File: src/rtl/ml_pwm_pkg.sv
package ml_pwm_pkg;
  localparam int AMP_W  = 16;
  localparam int FRAC_W = 16;
  localparam int BANDS  = 4;
  localparam int BAND_W = $clog2(BANDS);
  localparam int LVL_W  = $clog2(BANDS + 1);

  typedef enum logic [1:0] {
    SEG_RISE = 2'd0,
    SEG_DROP = 2'd1,
    SEG_LIFT = 2'd2,
    SEG_FALL = 2'd3
  } seg_e;

  typedef logic [AMP_W-1:0] amp_t;
endpackage

File: src/rtl/ml_pwm_phase.sv
module ml_pwm_phase
  import ml_pwm_pkg::*;
#(
  parameter int PERIOD = 100000
) (
  input  logic clk_i,
  input  logic rst_ni,
  output seg_e seg_o,
  output amp_t ramp_o,
  output logic wrap_o
);
  localparam int QLEN  = PERIOD / 4;
  localparam int POS_W = (QLEN > 1) ? $clog2(QLEN) : 1;
  localparam int ACC_W = AMP_W + FRAC_W;
  localparam logic [ACC_W-1:0] STEP = ACC_W'((64'd1 << ACC_W) / 64'(QLEN));
  localparam logic [POS_W-1:0] POS_LAST = POS_W'(QLEN - 1);

  seg_e             seg_q;
  logic [1:0]       seg_nx;
  logic [POS_W-1:0] pos_q;
  logic [ACC_W-1:0] acc_q;

  assign seg_nx = seg_q + 2'd1;

  always_ff @(posedge clk_i or negedge rst_ni) begin
    if (!rst_ni) begin
      seg_q <= SEG_RISE;
      pos_q <= '0;
      acc_q <= '0;
    end else if (pos_q == POS_LAST) begin
      seg_q <= seg_e'(seg_nx);
      pos_q <= '0;
      acc_q <= '0;
    end else begin
      pos_q <= pos_q + 1'b1;
      acc_q <= acc_q + STEP;
    end
  end

  assign seg_o  = seg_q;
  assign ramp_o = AMP_W'(acc_q >> FRAC_W);
  assign wrap_o = (seg_q == SEG_RISE) && (pos_q == '0);
endmodule

File: src/rtl/ml_pwm_carrier.sv
module ml_pwm_carrier
  import ml_pwm_pkg::*;
#(
  parameter logic [15:0] DQ_MAX = 16'hF000
) (
  input  seg_e seg_i,
  input  amp_t ramp_i,
  input  amp_t dq_i,
  output amp_t carrier_o
);
  localparam int PROD_W = 2 * AMP_W + 1;
  localparam amp_t FULL = '1;

  amp_t              dq_eff;
  logic [AMP_W:0]    span;
  logic [PROD_W-1:0] prod;
  amp_t              scaled;

  // dip must stay under full scale or the two pulses merge into one
  assign dq_eff = (dq_i > amp_t'(DQ_MAX)) ? amp_t'(DQ_MAX) : dq_i;
  assign span   = (AMP_W+1)'(1 << AMP_W) - {1'b0, dq_eff};
  assign prod   = PROD_W'(span) * PROD_W'(ramp_i);
  assign scaled = AMP_W'(prod >> AMP_W);

  always_comb begin
    unique case (seg_i)
      SEG_RISE: carrier_o = ramp_i;
      SEG_DROP: carrier_o = FULL - scaled;
      SEG_LIFT: carrier_o = dq_eff + scaled;
      default:  carrier_o = FULL - ramp_i;
    endcase
  end
endmodule

File: src/rtl/ml_pwm_slice.sv
module ml_pwm_slice
  import ml_pwm_pkg::*;
#(
  parameter int REF_W = 16
) (
  input  logic signed [REF_W-1:0] ref_i,
  input  amp_t                    carrier_i,
  output logic [LVL_W-1:0]        level_o,
  output logic                    sign_o
);
  localparam int MAG_W  = REF_W - 1;
  localparam int FBIT_W = MAG_W - BAND_W;
  localparam int PAD_W  = AMP_W - FBIT_W;
  localparam int CMP_W  = BAND_W + AMP_W;

  logic [REF_W-1:0] neg_val;
  logic [MAG_W-1:0] mag;
  logic [CMP_W-1:0] target;
  logic [BANDS-1:0] below;

  assign neg_val = -ref_i;

  always_comb begin
    if (!ref_i[REF_W-1])                                  mag = ref_i[MAG_W-1:0];
    else if (ref_i == {1'b1, {(REF_W-1){1'b0}}})          mag = '1;
    else                                                  mag = neg_val[MAG_W-1:0];
  end

  // band in the top bits, fraction widened to carrier precision
  assign target = {mag, {PAD_W{1'b0}}};

  for (genvar k = 0; k < BANDS; k++) begin : g_band
    assign below[k] = {BAND_W'(k), carrier_i} < target;
  end

  always_comb begin
    level_o = '0;
    for (int k = 0; k < BANDS; k++) level_o = level_o + LVL_W'(below[k]);
  end

  assign sign_o = ref_i[REF_W-1];
endmodule

File: src/rtl/ml_pwm_mod.sv
module ml_pwm_mod
  import ml_pwm_pkg::*;
#(
  parameter int          PERIOD = 100000,
  parameter int          REF_W  = 16,
  parameter logic [15:0] DQ_MAX = 16'hF000
) (
  input  logic                    clk_i,
  input  logic                    rst_ni,
  input  logic signed [REF_W-1:0] ref_i,
  input  logic [15:0]             dq_i,
  output logic [LVL_W-1:0]        level_o,
  output logic                    sign_o,
  output logic                    strobe_o
);
  seg_e             seg;
  amp_t             ramp;
  amp_t             carrier;
  logic             wrap;
  logic [LVL_W-1:0] level_d;
  logic             sign_d;
  logic [LVL_W-1:0] level_q;
  logic             sign_q;
  logic             strobe_q;

  ml_pwm_phase #(.PERIOD(PERIOD)) u_phase (
    .clk_i  (clk_i),
    .rst_ni (rst_ni),
    .seg_o  (seg),
    .ramp_o (ramp),
    .wrap_o (wrap)
  );

  ml_pwm_carrier #(.DQ_MAX(DQ_MAX)) u_carrier (
    .seg_i     (seg),
    .ramp_i    (ramp),
    .dq_i      (dq_i),
    .carrier_o (carrier)
  );

  ml_pwm_slice #(.REF_W(REF_W)) u_slice (
    .ref_i     (ref_i),
    .carrier_i (carrier),
    .level_o   (level_d),
    .sign_o    (sign_d)
  );

  always_ff @(posedge clk_i or negedge rst_ni) begin
    if (!rst_ni) begin
      level_q  <= '0;
      sign_q   <= 1'b0;
      strobe_q <= 1'b0;
    end else begin
      level_q  <= level_d;
      sign_q   <= sign_d;
      strobe_q <= wrap;
    end
  end

  assign level_o  = level_q;
  assign sign_o   = sign_q;
  assign strobe_o = strobe_q;
endmodule

File: config.mk
export PLATFORM = sky130hd
export DESIGN_NAME = ml_pwm_mod
export DESIGN_NICKNAME = d
export VERILOG_FILES = /design/src/rtl/ml_pwm_pkg.sv /design/src/rtl/ml_pwm_phase.sv /design/src/rtl/ml_pwm_carrier.sv /design/src/rtl/ml_pwm_slice.sv /design/src/rtl/ml_pwm_mod.sv
export SDC_FILE = /design/constraint.sdc
export NUM_CORES = 1
export LEC_CHECK = 0
export ABC_AREA = 1
export BUFFER_PORTS_ARGS = -buffer_cell sky130_fd_sc_hd__buf_4
export CORE_MARGIN = 2
export CORE_UTILIZATION = 55
export DETAILED_ROUTE_END_ITERATION = 8
export GPL_ROUTABILITY_DRIVEN = 0
export PLACE_DENSITY = 0.72
export SLEW_MARGIN = 25
export SYNTH_ARGS = -nofsm -noshare
export SYNTH_HDL_FRONTEND = slang
export SYNTH_SLANG_ARGS = --single-unit
File: constraint.sdc
create_clock -name clk_i -period 21.8 [get_ports clk_i]
set_input_delay 1.09 -clock clk_i [delete_from_list [all_inputs] [get_ports clk_i]]
set_output_delay 1.09 -clock clk_i [all_outputs]
set_load 0.01 [all_outputs]
==> flow_summary.yaml, run 1 <==
run_status:
  status: "finished clean"
global_routing:
  grt_overflow: 0
  antenna_found_initial: 0
  grt_max_degree: 54
  grt_usage: 0.3031
  grt_pass1_vias: 12050
  grt_pass1_wl_um: 61270
synth:
  synth_mux_area_frac: 0
  synth_compound_area_frac: 0.09044
  synth_cell_types: 48
  ys_seq_area_frac: 0.09934
  async_flop_share: 1.000
  synth_top_family_by_area: "adder cells"
  syn_area_mm2: 0.01335
  synth_edf_count: 0
  syn_nets: 2206
  yosys.area_share.simple: 0.2227
  ys_warn_count: 0
  synth_seq_cells: 53
  yosys.area.top_type: "fa_1"
  synth_area_leaders: "fa_1 (31%), ha_1 (13%), inv_1 (11%)"
  synth_adder_area_share: 0.4407
  ys.flop_type: "dfrtp_1"
  netlist_instances: 1826
  netlist.area_leader.share: 0.3104
  syn_avg_cell_area_um2: 7.311
  synthXorXnorAreaFrac: 0.01706
routing:
  finalWirelength_um: 37400
  drtIter0Drc: 1056
  vias: 11910
  ant_nets: 0
  first_pass_iters: 5
  wire_per_inst_um: 17.36
  drc_errors: 0
  viasPerCell: 5.531
clocking:
  clock-root-buffer: "clkbuf_16"
  cts_tree: "yes"
  clkLatencyLatePin_ns: 0.29
  clkTransAtPathRegs_ns: 0.07
  ctsHoldBuffers: 0
  post_cts_buffers: 0
  h-tree-depth: 2
  cts_inserted_buffers: 5
  clk_path_buf_depth: 2
  cts_num_sinks: 53
  cts_resized: 0
timing:
  skew_ns: 0.005243
  fin_ws_ns: 9.107
  maxSlewHeadroom: 0.2438
  rsz0062_at_grt: "false"
  fin_crit_sh: 0.5823
  timing.fmax_mhz: 78.78
  period_minus_slack_ns: 12.69
  fin_setup_tns_ns: 0
  hold_ws_ns: 0.4649
  final-setup-viol-count: 0
  hold_viol: 0
  final_max_slew_viol_count: 0
  worst_slew_pin_slew_ns: 1.131
final_layout:
  mostFrequentLayoutCells: "inv_1 (397), nand2_1 (361), nor2_1 (239), fa_1 (207), ha_1 (139)"
  final_common_cell: "inv_1"
  syn2layout_area_growth_pct: 5.211
  nets: 2209
  drive_gt1_frac: 0.04153
  final_util: 0.5827
  design_area_mm2: 0.01405
  n_antenna_cell: 0
  final_cells: 2154
floorplan:
  ios: 39
  start_util: 0.5538
  dieArea_mm2: 0.02554
  core_region_area_mm2: 0.02411
  chipHeight_um: 159.8
  die_w_um: 159.8
  rows: 57
setup_path:
  cp_max_fo: 11
  crit_slowest_cell: "xor2_2"
  critical_path_class: "in -> reg"
  crit_path_start_kind: "input port"
  critical-path-top-delay-family: "adder cells"
  crit_buf_inv: 10
  arrival_ns: 12.87
  cp-end-kind: "register"
  worstPathRequired_ns: 21.98
  cpPeakStageDelay_ns: 0.61
place:
  place_inst: 2146
  pre_cts_ws_ns: 9.123
  port_buffers: 38
  hpwl_um: 30450
  dpl_cell_area_mm2: 0.01390
power_and_ir_drop:
  p_leak_nw: 7.570
  cellPowerDensity_mw_per_mm2: 18.61
  finalPower_uw: 261.4
  ir_drop_mv: 0.03215
hold_path:
  holdCritPathClass: "reg -> reg"
flow_run:
  max-cap-violations: 0
power by group:
part	switching, mW	total [mW]	internal (mW)	leakage [nW]
Combinational	0.0559	0.0817	0.0258	6.83
Sequential	0.000554	0.0998	0.0993	0.672
Clock	0.0370	0.0798	0.0428	0.0702
Total	0.0934	0.261	0.168	7.57
registers in the layout, summed over array words and instances (netlist names):
| name | cells |
|---|---|
| level_o | 3 |
| sign_o | 1 |
| strobe_o | 1 |
| u_phase.acc_q | 31 |
| u_phase.pos_q | 15 |
| u_phase.seg_o | 2 |
cell type report:
| class | count | area [um2] |
|---|---|---|
| clock inverter | 3 | 21.27 |
| sequential | 53 | 1326 |
| clock buffer | 5 | 125.1 |
| timing repair buffer | 43 | 322.8 |
| inverter | 412 | 1546 |
| tap | 324 | 405.4 |
| fill | 2328 | 10060 |
| multi-input combinational | 1314 | 10300 |
cell families (layout without fill, tap and decap cells):
logic type                 after synthesis  after routing
xor gates and xnor gates                26             26
adders and majority gates              346            346
buffers and inverters                  459            463
DFF                                     53             53
and+or+nand+nor                        730            730
AOI/OAI and AO/OA                      212            212
synthesized netlist by cell type, types with 3 or more instances:
cell,n
nor4_1,11
o21bai_1,3
xor2_1,20
a21boi_1,3
nor3b_1,3
xnor2_1,6
dfrtp_1,53
a32oi_1,4
o21ai_0,55
a21boi_0,5
ha_1,139
inv_1,397
a211oi_1,4
o21a_1,6
a21oi_1,101
nand4_1,11
or2_2,5
nor2_2,5
clkinv_1,8
a21o_1,5
nor2_1,239
nand3_1,55
fa_1,207
inv_2,7
o21ai_1,9
clkbuf_1,43
nand2_1,361
nor3_1,32
o221ai_1,4
a22oi_1,3
worst paths after layout:
path                                             start                          end  slack, ns  cells after the start
max                                            dq_i[2]         level_o[1]$_DFF_PN0_       9.11                     59
min                         u_phase.acc_q[1]$_DFF_PN0_   u_phase.acc_q[1]$_DFF_PN0_       0.46                      1
max reg2reg                u_phase.acc_q[27]$_DFF_PN0_         level_o[1]$_DFF_PN0_      11.54                     45
min reg2reg                 u_phase.acc_q[1]$_DFF_PN0_   u_phase.acc_q[1]$_DFF_PN0_       0.46                      1
max in group asynchronous                       rst_ni  u_phase.acc_q[20]$_DFF_PN0_      20.51                      1
min in group asynchronous                       rst_ni   u_phase.acc_q[2]$_DFF_PN0_       0.82                      1
layer usage:
layer	routed length, um	part of all wire	GRT usage
met1	15380	0.41	0.4106
met2	16910	0.45	0.4896
met3	3675	0.098	0.06571
met4	1434	0.038	0.09705
met5	0	0	0
No activity file was read; power rests on OpenSTA's default activity.
==> run 2: changes to the inputs <==
==> constraint.sdc (replaced) <==
create_clock -name clk_i -period 12.2 [get_ports clk_i]
set_input_delay 0.61 -clock clk_i [delete_from_list [all_inputs] [get_ports clk_i]]
set_output_delay 0.61 -clock clk_i [all_outputs]
set_load 0.01 [all_outputs]
==> flow_summary.yaml, run 2 (same netlist as run 1, synthesis figures left out) <==
final_layout:
  nets: 2220
  syn2layout_area_growth_pct: 6.073
  largest_reg_flops: 31
  design_area_mm2: 0.01416
  final_cells: 2165
  regMostFlops: "u_phase.acc_q"
  fillers: 2268
  final_util: 0.5875
  regArea_mm2: 0.001326
  n_antenna_cell: 0
  final_common_cell: "inv_1"
  mostFrequentLayoutCells: "inv_1 (396), nand2_1 (361), nor2_1 (239), fa_1 (207), ha_1 (139)"
  drive_gt1_frac: 0.04780
  multiInputGateArea_mm2: 0.01030
hold_path:
  holdCritPathClass: "in -> async"
setup_path:
  arrival_ns: 11.66
  worstPathRequired_ns: 12.38
  cp_common_cell: "nand2_1"
  startpoint: "dq_i[1]"
  reg2reg_to: "level_o[1]$_DFF_PN0_"
  cpPeakStageDelay_ns: 0.59
  crit_path_start_kind: "input port"
  crit_slowest_cell: "fa_1"
  critical_path_class: "in -> reg"
  critical-path-top-delay-family: "adder cells"
  cp-end-kind: "register"
  crit_buf_inv: 10
  reg2reg_setup_slack_ns: 1.94
  crit_end: "level_o[1]$_DFF_PN0_"
  cp_max_fo: 13
  r2r_start: "u_phase.acc_q[27]$_DFF_PN0_"
  r2r_cells: 45
  cp_num_cells: 57
clocking:
  clkTransAtPathRegs_ns: 0.07
  clock-root-buffer: "clkbuf_16"
  post_cts_buffers: 0
  cts_resized: 0
  clkLatencyLatePin_ns: 0.29
  cts_tree: "yes"
  clk_path_buf_depth: 2
  cts_num_sinks: 53
  h-tree-depth: 2
  cts_inserted_buffers: 5
  ctsHoldBuffers: 0
routing:
  first_pass_iters: 6
  top_layer: "met4"
  finalWirelength_um: 37650
  drtIter0Drc: 1050
  viasPerCell: 5.509
  wl_met1_um: 15460
  drc_errors: 0
  vias: 11930
  wire_per_inst_um: 17.39
  wl_met2_um: 16770
  wl_met3_um: 3700
  ant_nets: 0
timing:
  maxSlewHeadroom: 0.3242
  hold_viol: 0
  fin_ws_ns: 0.7200
  final-setup-viol-count: 0
  fin_crit_sh: 0.9410
  hold_ws_ns: 0.3426
  fin_setup_tns_ns: 0
  timing.fmax_mhz: 87.11
  skew_ns: 0.007681
  final_max_slew_viol_count: 0
  period_minus_slack_ns: 11.48
  worst_slew_pin_slew_ns: 1.014
run_status:
  status: "finished clean"
power_and_ir_drop:
  netSwitchingFraction: 0.3456
  p_leak_nw: 7.630
  internal_power_uw: 324.4
  finalPower_uw: 495.8
  pwr-share-comb: 0.310
  power_switching_uw: 171.3
  power_frac_seq: 0.359
  p_clk_frac: 0.331
  cellPowerDensity_mw_per_mm2: 35.01
  ir_drop_mv: 0.06424
floorplan:
  core_region_area_mm2: 0.02411
  start_util: 0.5538
  chipHeight_um: 159.8
  dieArea_mm2: 0.02554
  rows: 57
  ios: 39
  die_w_um: 159.8
place:
  pre_cts_ws_ns: 0.6238
  place_inst: 2157
  hpwl_um: 30010
  port_buffers: 38
  dpl_cell_area_mm2: 0.01397
global_routing:
  grt_max_degree: 54
  grt_usage: 0.3075
  grt_pass1_vias: 12060
  grt_pass1_wl_um: 62050
  grt_overflow: 0
  antenna_found_initial: 0
flow_run:
  max-cap-violations: 0
run 2: power by group through the flow:
stage | sequential [mW] | combinational (mW) | clock (mW)
floorplan | 0.182 | 0.0895 | 0
global placement | 0.182 | 0.147 | 0
detailed placement | 0.182 | 0.150 | 0
CTS | 0.178 | 0.151 | 0.166
global route | 0.178 | 0.171 | 0.174
finish | 0.178 | 0.153 | 0.164
run 2: metal layers:
metal	up-vias	global-route usage
li1	5611	-
met1	5668	0.4211
met2	541	0.4858
met3	107	0.05766
met4	0	0.1241
met5	-	0
run 2: how the worst min path moves through the flow:
stage / start / endpoint / slack (ns) / cells past startpoint
finish: rst_ni / u_phase.acc_q[4]$_DFF_PN0_ / 0.34 / 1
floorplan: rst_ni / level_o[0]$_DFF_PN0_ / 0.31 / 0
CTS: rst_ni / u_phase.acc_q[6]$_DFF_PN0_ / 0.38 / 1
global placement: u_phase.acc_q[1]$_DFF_PN0_ / u_phase.acc_q[1]$_DFF_PN0_ / 0.45 / 1
global route: rst_ni / u_phase.acc_q[5]$_DFF_PN0_ / 0.41 / 1
detailed placement: u_phase.acc_q[1]$_DFF_PN0_ / u_phase.acc_q[1]$_DFF_PN0_ / 0.45 / 1
run 2: worst register-to-register path, delay by kind of cell (launching register included):
kind                       cells  cell delay (ns)
xor gates and xnor gates       1             0.27
and+or+nand+nor               12             1.50
adders and majority gates     12             4.72
AOI/OAI and AO/OA             12             1.69
buffers and inverters          8             0.99
DFF                            1             0.98
run 2: cell type report:
type / count / area share
Clock buffer: 5 / 0.008835
Clock inverter: 3 / 0.003092
Inverter: 412 / 0.1099
Multi-Input combinational cell: 1314 / 0.7272
Sequential cell: 53 / 0.09366
Tap cell: 324 / 0.02863
Timing Repair Buffer: 54 / 0.02863
